## src/rtl/x2clk_pkg.sv

```systemverilog
package x2clk_pkg;

  typedef enum logic {
    MODE_STD = 1'b0,
    MODE_X2  = 1'b1
  } clk_mode_e;

  // Machine-cycle length in crystal periods for a given mode.
  function automatic int unsigned mcycle_len(clk_mode_e m, int unsigned std_len,
                                             int unsigned x2_len);
    return (m == MODE_X2) ? x2_len : std_len;
  endfunction

endpackage

```

## src/rtl/x2clk_sync.sv

```systemverilog
module x2clk_sync #(
  parameter int STAGES = 2
) (
  input  logic clk,
  input  logic rst,
  input  logic d,
  output logic q
);

  logic [STAGES-1:0] chain;

  generate
    if (STAGES == 1) begin : g_single
      always_ff @(posedge clk) begin
        if (rst) chain <= '0;
        else     chain <= d;
      end
    end else begin : g_multi
      always_ff @(posedge clk) begin
        if (rst) chain <= '0;
        else     chain <= {chain[STAGES-2:0], d};
      end
    end
  endgenerate

  assign q = chain[STAGES-1];

endmodule

```

## src/rtl/x2clk_mode_gate.sv

```systemverilog
module x2clk_mode_gate
  import x2clk_pkg::*;
(
  input  logic      clk,
  input  logic      rst,
  input  logic      mode_sync,
  output logic      half_clk,
  output clk_mode_e mode_eff,
  output logic      restart
);

  // The coming edge raises half_clk: the only edge where a switch is safe.
  logic      accept;
  clk_mode_e mode_new;

  always_comb begin
    accept   = ~half_clk;
    mode_new = clk_mode_e'(mode_sync);
    restart  = accept && (mode_new != mode_eff);
  end

  always_ff @(posedge clk) begin
    if (rst) begin
      half_clk <= 1'b0;
      mode_eff <= MODE_STD;
    end else begin
      half_clk <= ~half_clk;
      if (accept) mode_eff <= mode_new;
    end
  end

endmodule

```

## src/rtl/x2clk_mcycle.sv

```systemverilog
module x2clk_mcycle
  import x2clk_pkg::*;
#(
  parameter int STD_LEN = 12,
  parameter int X2_LEN  = 6
) (
  input  logic      clk,
  input  logic      rst,
  input  clk_mode_e mode_eff,
  input  logic      restart,
  output logic      strobe
);

  localparam int MAX_LEN = (STD_LEN > X2_LEN) ? STD_LEN : X2_LEN;
  localparam int CW      = $clog2(MAX_LEN + 1);

  logic [CW-1:0] cnt;
  logic [CW-1:0] last;

  always_comb last = CW'(mcycle_len(mode_eff, STD_LEN, X2_LEN) - 1);

  always_ff @(posedge clk) begin
    if (rst || restart) begin
      cnt    <= '0;
      strobe <= 1'b0;
    end else if (cnt == last) begin
      cnt    <= '0;
      strobe <= 1'b1;
    end else begin
      cnt    <= cnt + 1'b1;
      strobe <= 1'b0;
    end
  end

endmodule

```

## src/rtl/x2_clock_switch.sv

```systemverilog
module x2_clock_switch
  import x2clk_pkg::*;
#(
  parameter int SYNC_STAGES = 2,
  parameter int CORE_PER_MC = 6
) (
  input  logic clk,
  input  logic rst,
  input  logic mode_req,
  output logic core_clk,
  output logic mc_strobe,
  output logic x2_active
);

  localparam int STD_LEN = 2 * CORE_PER_MC;
  localparam int X2_LEN  = CORE_PER_MC;

  logic      mode_sync;
  logic      half_clk;
  logic      restart;
  clk_mode_e mode_eff;

  x2clk_sync #(.STAGES(SYNC_STAGES)) u_sync (
    .clk (clk),
    .rst (rst),
    .d   (mode_req),
    .q   (mode_sync)
  );

  x2clk_mode_gate u_gate (
    .clk       (clk),
    .rst       (rst),
    .mode_sync (mode_sync),
    .half_clk  (half_clk),
    .mode_eff  (mode_eff),
    .restart   (restart)
  );

  x2clk_mcycle #(.STD_LEN(STD_LEN), .X2_LEN(X2_LEN)) u_mcycle (
    .clk      (clk),
    .rst      (rst),
    .mode_eff (mode_eff),
    .restart  (restart),
    .strobe   (mc_strobe)
  );

  // Both mux inputs rise on the edge where mode_eff may change.
  always_comb begin
    x2_active = (mode_eff == MODE_X2);
    core_clk  = x2_active ? clk : half_clk;
  end

endmodule

```

## config.mk

```make
export PLATFORM = sky130hd
export DESIGN_NAME = x2_clock_switch
export DESIGN_NICKNAME = d
export VERILOG_FILES = /design/src/rtl/x2clk_pkg.sv /design/src/rtl/x2clk_sync.sv /design/src/rtl/x2clk_mode_gate.sv /design/src/rtl/x2clk_mcycle.sv /design/src/rtl/x2_clock_switch.sv
export SDC_FILE = /design/constraint.sdc
export NUM_CORES = 1
export LEC_CHECK = 0
export ABC_CLOCK_PERIOD_IN_PS = 1350
export BUFFER_PORTS_ARGS = -buffer_cell sky130_fd_sc_hd__buf_4
export CAP_MARGIN = 40
export CORE_AREA = 2 2 39 41
export CTS_CLUSTER_SIZE = 30
export DETAILED_ROUTE_END_ITERATION = 10
export DIE_AREA = 0 0 41 43
export GPL_ROUTABILITY_DRIVEN = 0
export PLACE_DENSITY_LB_ADDON = 0.12
export SETUP_SLACK_MARGIN = 0.2
export SYNTH_ARGS = -nofsm -noshare
export SYNTH_HDL_FRONTEND = slang
export SYNTH_SLANG_ARGS = --single-unit
```

## constraint.sdc

```tcl
create_clock -name clk -period 1.35 [get_ports clk]
set_clock_uncertainty 0.15 [all_clocks]
set_input_delay 0.135 -clock clk [delete_from_list [all_inputs] [get_ports clk]]
set_output_delay 0.135 -clock clk [all_outputs]
set_load 0.01 [all_outputs]
```

==> flow_metrics.py <==
metrics = {
    "drt": {
        "drt-total-wl_um": 701,
        "antenna_left": 0,
        "drt_first_pass_iters": 1,
        "vias": 268,
        "routed_wire_length_per_instance_um": 11.49,
        "detailedRoute.firstIterationViolations": 0,
        "drt-vias-per-instance": 4.393,
        "remaining_drc_errors": 0,
    },
    "place": {
        "placedInstanceArea_um2": 427.9,
        "port_buffers": 5,
        "placed_cells": 51,
        "hpwl_dp_um": 432.9,
    },
    "worst_setup_path": {
        "timing.reg2reg.worst_path_depth": 4,
        "critical_path_peak_fanout": 2,
        "cp-end-kind": "output port",
        "worstSetupStartpointType": "clock port",
        "cp_slowest_cell": "sky130_fd_sc_hd__mux2_4",
        "worst-endpoint-required_ns": 1.07,
        "ff_to_ff_setup_slack_ns": 0.03,
        "crit_type": "clock port to output port",
        "cp_data_arrival_time_ns": 1.24,
        "timing.critical_path.mode_cell": "sky130_fd_sc_hd__buf_6",
        "timing.critical_path.slowest_cell_delay_ns": 0.25,
        "regToRegEndpoint": "u_mcycle.cnt[1]",
        "r2r-start": "u_gate.mode_eff",
        "cp_cell_sequence": "buf_8 > buf_6 > mux2_4 > buf_6",
    },
    "power_and_ir_drop": {
        "internal_power_w": 0.0006050,
        "comb_power_share_pct": 6.8,
        "power.share.sequential_pct": 39.0,
        "power.density_nw_per_um2": 1382,
        "switching_share_pct": 21.02,
        "ir_worst_vdd_uv": 723.2,
        "total_switching_power_w": 0.0001610,
        "pwr-share-clk_pct": 54.1,
        "p_leak_nw": 0.2070,
    },
    "logic_synthesis": {
        "post_synth_num_cell_types": 15,
        "synth_mux_area_share_pct": 6.250,
        "synth-seq-area-share_pct": 52.94,
        "synthSimpleGateAreaFrac_pct": 22.06,
        "yosys_register_bits": 9,
        "mappedNetlistNets": 34,
        "synth-compound-area-share_pct": 7.353,
        "yosysWarningCount": 0,
        "netlist_instances": 30,
        "adder_cell_area_share_of_the_yosys_netlist_pct": 3.676,
        "synthXorXnorAreaFrac_pct": 7.721,
        "post_synth.cell_area_avg_um2": 11.34,
        "cell_area_after_synthesis_um2": 340.3,
        "synth_top_family_by_area": "simple AND/OR/NAND/NOR gates",
    },
    "status": {
        "violations": "negative setup slack",
        "outcome": "finished with violations",
    },
    "global_route": {
        "grt_remaining_overflow": 0,
        "grt_pass1_wl_um": 1173,
        "grt_start_max_net_pins": 6,
        "grt_antenna_before_repair": 0,
        "groute.usage.overall_pct": 11.21,
        "grt_pass1_vias": 315,
    },
    "timing": {
        "max_transition_margin_pct": 83.53,
        "post-route-worst-setup-slack_ns": -0.1703,
        "setup_repair_after_global_routing_missed_its_margin": "yes",
        "worst_slew_pin_slew_ns": 0.2467,
        "hold_viol_final": 0,
        "totalNegativeSetupSlack_ns": -0.1703,
        "setup_viol": 1,
        "final_max_slew_viol_count": 0,
    },
    "hold_path": {
        "hold_path_end": "u_sync.chain[1]",
        "holdCritStartpoint": "u_sync.chain[0]",
        "hp-class": "flip-flop to flip-flop",
        "hold_path_depth": 1,
    },
    "job": {
        "drv_cap": 0,
    },
    "die": {
        "rows": 14,
        "die_area_um2": 1763,
        "top_level_ports": 6,
        "chipHeight_um": 43,
        "placeableCoreArea_um2": 1384,
        "initial_utilization_pct": 24.59,
        "floorplan.die.width_um": 41,
    },
    "final_layout": {
        "areaGrowthSynthToFinish_pct": 62.87,
        "antenna-diode-count": 0,
        "layout.cell_area.non_filler_um2": 554.3,
        "layoutNonFillerInstCount": 61,
        "fraction_of_final_layout_cells_with_drive_strength_greater_than_1_pct": 53.33,
        "finish.net_count": 50,
    },
    "cts": {
        "clk_pin_slew_worst_paths_ns": 0.06,
        "clkLatencyLatePin_ns": 0.36,
        "clock_tree_from_tritoncts": "built",
    },
}
## power groups by stage
stage / Sequential [W] / Clock, W / Combinational [W]
6_report: 0.000299 / 0.000415 / 0.0000524
4_1_cts: 0.000297 / 0.000383 / 0.0000470
3_3_place_gp: 0.000302 / 0.0000150 / 0.0000370
3_5_place_dp: 0.000303 / 0.0000150 / 0.0000378
2_1_floorplan: 0.000299 / 0.00000967 / 0.0000265
5_1_grt: 0.000301 / 0.000450 / 0.0000585
## stage by stage
step	hold WS (ns)	util [%]	total power (W)	worst slack, ns
after floorplan	0.04770	-	0.0003356	0.1330
after global placement	0.1740	30.92	0.0003539	0.01731
after detailed placement	0.1793	30.92	0.0003556	0.01731
after CTS	0.3053	37.79	0.0007271	-0.2081
after global routing	0.3322	40.05	0.0008103	-0.1820
final	0.3003	40.05	0.0007660	-0.1703
## worst max-delay path by stage
| stage | from | to | slack (ns) | depth (start not counted) |
|---|---|---|---|---|
| after floorplan | clk | core_clk | 0.13 | 1 |
| after global placement | clk | core_clk | 0.02 | 2 |
| after detailed placement | clk | core_clk | 0.02 | 2 |
| after CTS | clk | core_clk | -0.21 | 4 |
| after global routing | clk | core_clk | -0.18 | 4 |
| final | clk | core_clk | -0.17 | 4 |
## flip-flops by register name, indices dropped and copies added (netlist names)
register,cells
u_gate.half_clk,1
u_mcycle.cnt,4
u_gate.mode_eff,1
u_sync.chain,2
u_mcycle.strobe,1
## kinds of logic (layout without fill, tap and decap cells)
family	Yosys count	after routing
adder cells (fa/ha/maj)	1	1
AO/OA/AOI/OAI	3	3
flip-flops	9	9
AND/OR/NAND/NOR	12	12
buffers and inverters	0	15
XOR/XNOR	3	3
multiplexers	2	2
## routing by layer
| layer | share of wire [%] | wire length (um) | track usage [%] | vias up |
|---|---|---|---|---|
| li1 | - | - | - | 134 |
| met2 | 49 | 344 | 14.06 | 9 |
| met4 | 5.6 | 39 | 15.33 | 0 |
| met3 | 5.8 | 41 | 5.759 | 5 |
| met5 | 0 | 0 | 0 | - |
| met1 | 39 | 274 | 10.49 | 120 |
## what timing repair did
| item | CTS | global route |
|---|---|---|
| pin swaps | 4 | 5 |
| endpoints found under the hold margin | 8 | 0 |
| resized for setup | 3 | 9 |
| setup endpoints to repair | 5 | 7 |
| setup buffers | 1 | 0 |
| hold buffers | 2 | 0 |
## layout by cell type, fill, tap and decap left out, types with 2 or more instances in the layout
cell type,count
sky130_fd_sc_hd__nor4bb_4,2
sky130_fd_sc_hd__clkbuf_4,4
sky130_fd_sc_hd__dlygate4sd3_1,2
sky130_fd_sc_hd__nor3_2,2
sky130_fd_sc_hd__nor2b_1,2
sky130_fd_sc_hd__dfxtp_1,6
sky130_fd_sc_hd__buf_6,2
sky130_fd_sc_hd__nor2_1,4
sky130_fd_sc_hd__buf_4,5
sky130_fd_sc_hd__dfxtp_2,2
## synthesized netlist by cell type
cell type / n / share of area (%)
sky130_fd_sc_hd__xor2_1: 1 / 2.6
sky130_fd_sc_hd__o21bai_2: 1 / 3.3
sky130_fd_sc_hd__mux2_1: 1 / 3.3
sky130_fd_sc_hd__nor3b_2: 1 / 3.7
sky130_fd_sc_hd__nor2b_1: 2 / 3.7
sky130_fd_sc_hd__nor3_1: 2 / 2.9
sky130_fd_sc_hd__o21ai_0: 1 / 1.5
sky130_fd_sc_hd__mux2i_1: 1 / 2.9
sky130_fd_sc_hd__nand3_1: 1 / 1.5
sky130_fd_sc_hd__xnor2_1: 2 / 5.1
sky130_fd_sc_hd__o21a_2: 1 / 2.6
sky130_fd_sc_hd__dfxtp_1: 9 / 53
sky130_fd_sc_hd__nor4bb_1: 2 / 5.9
sky130_fd_sc_hd__nor2_1: 4 / 4.4
sky130_fd_sc_hd__ha_1: 1 / 3.7
## critical path, delay by kind of cell
kind | cells | cell delay (ns)
buf+inv | 3 | 0.31
mux | 1 | 0.25
## final cells by class
cell class,count,area (um^2)
repair buffers,7,57.56
flip-flops and latches,9,186.4
fillers,141,829.5
clock buffers,8,71.32
well taps,16,20.02
multi-input cells,21,219.0
Power figures use the tool's default switching activity.
